**src/rtl/fpadd_pkg.sv**
```systemverilog
package fpadd_pkg;
  localparam int DEF_EXP_W  = 8;
  localparam int DEF_FRAC_W = 23;
  localparam int GRS_W      = 3;   // guard, round, sticky

  typedef enum logic [2:0] {
    SEL_QNAN,
    SEL_PASS_A,
    SEL_PASS_B,
    SEL_OVF,
    SEL_SUM
  } sel_e;
endpackage

```
**src/rtl/fpadd_classify.sv**
```systemverilog
module fpadd_classify #(
  parameter int EXP_W  = 8,
  parameter int FRAC_W = 23
) (
  input  logic [EXP_W+FRAC_W:0] word,
  output logic                  sign,
  output logic [EXP_W-1:0]      exp_f,
  output logic [FRAC_W:0]       mant,
  output logic                  is_zero,
  output logic                  is_inf,
  output logic                  is_nan
);
  logic [FRAC_W-1:0] frac;
  logic              exp_max;

  assign sign    = word[EXP_W+FRAC_W];
  assign exp_f   = word[EXP_W+FRAC_W-1:FRAC_W];
  assign frac    = word[FRAC_W-1:0];
  assign exp_max = &exp_f;
  assign is_zero = (exp_f == '0);
  assign is_inf  = exp_max && (frac == '0);
  assign is_nan  = exp_max && (frac != '0);
  // hidden one restored for every operand outside the zero class
  assign mant    = {~is_zero, frac};
endmodule

```
**src/rtl/fpadd_align.sv**
```systemverilog
module fpadd_align #(
  parameter int MW    = 24,
  parameter int GRS   = 3,
  parameter int EXP_W = 8
) (
  input  logic [MW-1:0]     mant_in,
  input  logic [EXP_W-1:0]  shift,
  output logic [MW+GRS-1:0] aligned
);
  localparam int XW = MW + GRS;

  logic [XW-1:0] ext;
  logic [XW-1:0] shifted;
  logic [XW-1:0] lost_mask;
  logic          sticky;

  assign ext = {mant_in, {GRS{1'b0}}};

  always_comb begin
    if (32'(shift) >= XW) begin
      shifted   = '0;
      lost_mask = '1;
    end else begin
      shifted   = ext >> shift;
      lost_mask = ~({XW{1'b1}} << shift);
    end
    sticky  = |(ext & lost_mask);
    aligned = shifted | {{(XW-1){1'b0}}, sticky};
  end
endmodule

```
**src/rtl/fpadd_normround.sv**
```systemverilog
module fpadd_normround #(
  parameter int MW    = 24,
  parameter int GRS   = 3,
  parameter int EXP_W = 8
) (
  input  logic [MW+GRS:0]  raw_sum,
  input  logic [EXP_W-1:0] exp_in,
  output logic [MW-2:0]    frac_out,
  output logic [EXP_W:0]   exp_out,
  output logic             carry_shift,
  output logic             round_carry
);
  localparam int XW = MW + GRS;

  logic [XW-1:0] norm;
  logic [EXP_W:0] exp_norm;
  logic [MW-1:0] kept;
  logic          guard, rest, round_up;
  logic [MW:0]   rounded;

  assign carry_shift = raw_sum[XW];
  assign norm     = carry_shift ? {raw_sum[XW:2], |raw_sum[1:0]} : raw_sum[XW-1:0];
  assign exp_norm = {1'b0, exp_in} + {{EXP_W{1'b0}}, carry_shift};

  assign kept     = norm[XW-1:GRS];
  assign guard    = norm[GRS-1];
  assign rest     = |norm[GRS-2:0];
  assign round_up = guard && (rest || kept[0]);
  assign rounded  = {1'b0, kept} + {{MW{1'b0}}, round_up};

  assign round_carry = rounded[MW];
  assign frac_out    = round_carry ? '0 : rounded[MW-2:0];
  assign exp_out     = exp_norm + {{EXP_W{1'b0}}, round_carry};
endmodule

```
**src/rtl/fp32_same_sign_adder.sv**
```systemverilog
module fp32_same_sign_adder
  import fpadd_pkg::*;
#(
  parameter int EXP_W  = DEF_EXP_W,
  parameter int FRAC_W = DEF_FRAC_W
) (
  input  logic                    clk,
  input  logic                    rst_n,
  input  logic [EXP_W+FRAC_W:0]   op_a,
  input  logic [EXP_W+FRAC_W:0]   op_b,
  output logic [EXP_W+FRAC_W:0]   result,
  output logic                    overflow,
  output logic                    unsupported
);
  localparam int WORD_W = 1 + EXP_W + FRAC_W;
  localparam int MW     = FRAC_W + 1;
  localparam int XW     = MW + GRS_W;
  localparam logic [EXP_W-1:0]  EXP_ONES = '1;
  localparam logic [WORD_W-1:0] QNAN =
    {1'b0, {EXP_W{1'b1}}, 1'b1, {(FRAC_W-1){1'b0}}};

  logic [WORD_W-1:0] opnd [2];
  logic [1:0]        sgn, zer, inf, nan;
  logic [EXP_W-1:0]  ex [2];
  logic [MW-1:0]     mt [2];

  assign opnd[0] = op_a;
  assign opnd[1] = op_b;

  for (genvar gi = 0; gi < 2; gi++) begin : g_cls
    fpadd_classify #(.EXP_W(EXP_W), .FRAC_W(FRAC_W)) u_cls (
      .word   (opnd[gi]),
      .sign   (sgn[gi]),
      .exp_f  (ex[gi]),
      .mant   (mt[gi]),
      .is_zero(zer[gi]),
      .is_inf (inf[gi]),
      .is_nan (nan[gi])
    );
  end

  // operand ordering by exponent
  logic             a_big;
  logic [EXP_W-1:0] big_exp, small_exp, shift_amt;
  logic [MW-1:0]    big_mant, small_mant;
  logic [XW-1:0]    aligned;
  logic [XW:0]      raw_sum;

  assign a_big      = ex[0] >= ex[1];
  assign big_exp    = a_big ? ex[0] : ex[1];
  assign small_exp  = a_big ? ex[1] : ex[0];
  assign big_mant   = a_big ? mt[0] : mt[1];
  assign small_mant = a_big ? mt[1] : mt[0];
  assign shift_amt  = big_exp - small_exp;

  fpadd_align #(.MW(MW), .GRS(GRS_W), .EXP_W(EXP_W)) u_align (
    .mant_in(small_mant),
    .shift  (shift_amt),
    .aligned(aligned)
  );

  assign raw_sum = {1'b0, big_mant, {GRS_W{1'b0}}} + {1'b0, aligned};

  logic [FRAC_W-1:0] frac_n;
  logic [EXP_W:0]    exp_n;
  logic              carry_shift, round_carry;

  fpadd_normround #(.MW(MW), .GRS(GRS_W), .EXP_W(EXP_W)) u_round (
    .raw_sum    (raw_sum),
    .exp_in     (big_exp),
    .frac_out   (frac_n),
    .exp_out    (exp_n),
    .carry_shift(carry_shift),
    .round_carry(round_carry)
  );

  // named events for checking
  logic mismatch, any_nan, any_inf, overflow_hit, path_normal;
  sel_e sel;

  assign mismatch     = sgn[0] ^ sgn[1];
  assign any_nan      = |nan;
  assign any_inf      = |inf;
  assign overflow_hit = exp_n >= {1'b0, EXP_ONES};

  always_comb begin
    if (any_nan || mismatch)  sel = SEL_QNAN;
    else if (inf[0])          sel = SEL_PASS_A;
    else if (inf[1])          sel = SEL_PASS_B;
    else if (zer[0])          sel = SEL_PASS_B;
    else if (zer[1])          sel = SEL_PASS_A;
    else if (overflow_hit)    sel = SEL_OVF;
    else                      sel = SEL_SUM;
  end

  assign path_normal = (sel == SEL_SUM) || (sel == SEL_OVF);

  logic [WORD_W-1:0] res_nxt;
  always_comb begin
    unique case (sel)
      SEL_QNAN:   res_nxt = QNAN;
      SEL_PASS_A: res_nxt = op_a;
      SEL_PASS_B: res_nxt = op_b;
      SEL_OVF:    res_nxt = {sgn[0], EXP_ONES, {FRAC_W{1'b0}}};
      default:    res_nxt = {sgn[0], exp_n[EXP_W-1:0], frac_n};
    endcase
  end

  always_ff @(posedge clk or negedge rst_n) begin
    if (!rst_n) begin
      result      <= '0;
      overflow    <= 1'b0;
      unsupported <= 1'b0;
    end else begin
      result      <= res_nxt;
      overflow    <= (sel == SEL_OVF);
      unsupported <= mismatch;
    end
  end

  // differing signs flag and give canonical NaN
  a_r10_mismatch_flag: assert property (@(posedge clk) disable iff (!rst_n)
    (op_a[WORD_W-1] != op_b[WORD_W-1]) |=> (unsupported && result == QNAN));

  // NaN input gives canonical NaN, never overflow
  a_r7_nan_canon: assert property (@(posedge clk) disable iff (!rst_n)
    any_nan |=> (result == QNAN && !overflow));

  // overflow flag only with an infinity result
  a_r6_overflow_inf: assert property (@(posedge clk) disable iff (!rst_n)
    overflow |-> (result[WORD_W-2:0] == {EXP_ONES, {FRAC_W{1'b0}}}));

  // a same-sign sum never has a smaller exponent than the larger operand
  a_r3_exp_monotone: assert property (@(posedge clk) disable iff (!rst_n)
    path_normal |=> (result[WORD_W-2:FRAC_W] >= $past(big_exp)));

  // sign carried through the arithmetic path
  a_r1_sign_kept: assert property (@(posedge clk) disable iff (!rst_n)
    path_normal |=> (result[WORD_W-1] == $past(op_a[WORD_W-1])));

  // zero-class A passes B unchanged
  a_r9_zero_pass: assert property (@(posedge clk) disable iff (!rst_n)
    (zer[0] && !any_nan && !any_inf && !mismatch) |=> (result == $past(op_b)));

  // a rounding carry leaves a power-of-two mantissa
  a_r5_round_carry: assert property (@(posedge clk) disable iff (!rst_n)
    (path_normal && round_carry && !overflow_hit) |=> (result[FRAC_W-1:0] == '0));
endmodule

```
**config.mk**
```make
export PLATFORM = sky130hd
export DESIGN_NAME = fp32_same_sign_adder
export DESIGN_NICKNAME = d
export VERILOG_FILES = /design/src/rtl/fpadd_pkg.sv /design/src/rtl/fpadd_classify.sv /design/src/rtl/fpadd_align.sv /design/src/rtl/fpadd_normround.sv /design/src/rtl/fp32_same_sign_adder.sv
export SDC_FILE = /design/constraint.sdc
export NUM_CORES = 1
export LEC_CHECK = 0
export ABC_AREA = 1
export BUFFER_PORTS_ARGS = -buffer_cell sky130_fd_sc_hd__buf_2
export CORE_ASPECT_RATIO = 0.8
export CORE_MARGIN = 3
export CORE_UTILIZATION = 30
export CTS_CLUSTER_DIAMETER = 80
export DETAILED_ROUTE_END_ITERATION = 8
export PLACE_DENSITY_LB_ADDON = 0.2
export REMOVE_ABC_BUFFERS = 1
export SETUP_SLACK_MARGIN = 0.3
export SLEW_MARGIN = 20
export SYNTH_ARGS = -nofsm -noshare
export SYNTH_HDL_FRONTEND = slang
export SYNTH_HIERARCHICAL = 1
export SYNTH_SLANG_ARGS = --single-unit
```
**constraint.sdc**
```tcl
create_clock -name clk -period 1 [get_ports clk]
set_input_delay 0.05 -clock clk [delete_from_list [all_inputs] [get_ports clk]]
set_output_delay 0.05 -clock clk [all_outputs]
set_load 0.01 [all_outputs]
```
==> reports/metrics.cfg <==
[placed_design]
numPortBuffers = 99
dp_worst_setup_slack_ns = -7.41
place_inst = 2228
gp_congestion = 0.976
place_hpwl_um = 30100

[logic_synthesis]
yosysWarningCount = 6
syn_area_um2 = 8040
syn_inst = 1478
synth.avg_cell_area_um2 = 5.44

[cells_and_area]
multiInputGateArea_um2 = 6820
area_growth_pct = 71.2
fin_nets = 2087
layout.cells.non_filler = 2336
drive_gt1_share_pct = 45.9
regArea_um2 = 851
fillers = 2554
n_antenna_cell = 0

[critical_path]
worst_path_most_repeated_cell = nand2_1
critical_path_arrival_ns = 7.59
slowest_stage = fa_2
crit_fanout = 8
slowest_delay_ns = 0.34
worst-setup-path-type = input port to flip-flop
cp-start-kind = input port
endpoint_kind = flip-flop
cp.required_ns = 1.15

[sta]
rsz0062_at_grt = yes
slew_viol_final = 0
setup_viol = 33
max_freq_mhz = 134
hold_viol = 0
tightestPinTransition_ns = 0.703
post-route-period-util_pct = 744
finalWorstSetupSlack_ns = -6.44
maxSlewHeadroom_pct = 52.7
fin_crit_ns = 7.44

[clock_tree]
root_buffer = clkbuf_16
htree_levels = 2
cts_buffers = 5
cts_buffer_depth = 2
clk_pin_slew_ns = 0.05
cts.sinks = 34
cts_tree = yes

[global_route]
grt_max_degree = 47
grt_pass1_wl_um = 56900
grt_util_all_layers_pct = 24.8
grt_pass1_vias = 10300
grt_overflow_total = 0
antenna_found_initial = 0

[detailed_routing]
drc = 0
vias = 11500
drtAntennaViolNets = 0
drt_iter0_drc = 1115
first_pass_iters = 5
avgRoutedWirePerCell_um = 16.4
wirelength_um = 38300
via_per_inst = 4.91

[die]
io_pins = 100
die_y_um = 152
core-area_um2 = 25800
num_rows = 52
dieArea_um2 = 28800
initial_utilization_pct = 31.1
fp.dieW_um = 189

[power_and_ir_drop]
powerDensity_nw_per_um2 = 1520
p_leak_nw = 7.22
vdd_drop_max_mv = 1.25

[run]
cap_violations = 0

[outcome]
violations = negative setup slack
status = finished, violations left

[hold_path]
hp-class = input port to flip-flop

-- flip-flops by register name (all words and copies together), names as in the netlist --
signal	count
result	32
unsupported	1
overflow	1
-- worst paths after layout --
kind	from	endpoint	cells after the start
worst max-delay path	op_b[26]	result[22]	64
worst min-delay path	op_a[5]	result[5]	3
max in group asynchronous	rst_n	result[22]	3
min in group asynchronous	rst_n	result[30]	3
-- cell usage in the layout (no fill, tap or decap), drive strengths merged, types with 3 or more instances in the layout --
master,instances
a21boi,3
a21oi,88
nor3,14
clkbuf,7
clkinv,5
buf,614
nand4,19
o211ai,8
nor2,168
xor2,31
nand3,175
o21ai,94
dfrtp,34
xnor2,12
ha,35
nand2,487
or2,6
inv,161
o21a,4
-- layout make-up --
type,count,area share (%)
multi-input combinational,1160,49.5
timing repair buffer,618,35.0
sequential,34,6.18
inverter,165,4.64
tap,351,3.19
clock buffer,5,0.909
clock inverter,3,0.500
-- per-stage QoR --
stage	setup TNS [ns]	util (%)	total power [mW]	hold WS (ns)	area [µm²]
floorplan	-314.91	-	8.23	-0.246	7210
global placement	-237.98	44.2	15.6	0.0867	11400
detailed placement	-242.64	44.2	15.5	0.0859	11400
CTS	-206.74	49.8	19.2	0.0103	12900
global route	-226.05	53.3	22.4	0.0184	13800
finish	-210.41	53.3	20.9	0.0208	13800
-- layer usage --
metal,vias to the layer above,wire length [µm],GRT usage [%]
li1,5684,-,-
met1,5263,18600,38.2
met2,479,15600,35.9
met3,47,3440,4.23
met4,0,673,5.14
met5,-,0,0
-- report_power, final --
group          total, mW  switching (mW)  internal (mW)
clock               1.97           0.540           1.43
sequential          1.75          0.0707           1.68
combinational       17.2            9.30           7.93
-- what timing repair did --
action	4_1_cts	5_1_grt
endpoints found under the hold margin	34	0
pin swaps	88	107
hold buffers	1	0
resized for setup	162	182
endpoints found under the setup margin	67	67
buffers inserted	75	18
gates cloned	4	2
-- worst max-delay path: cells and delay by family --
family                     cells  cell delay (ns)
adders and majority gates      5             1.10
AOI/OAI and AO/OA              7             0.92
buffers and inverters         13             1.43
and+or+nand+nor               38             3.86
xor gates and xnor gates       1             0.20
(Power assumes the default switching activity.)
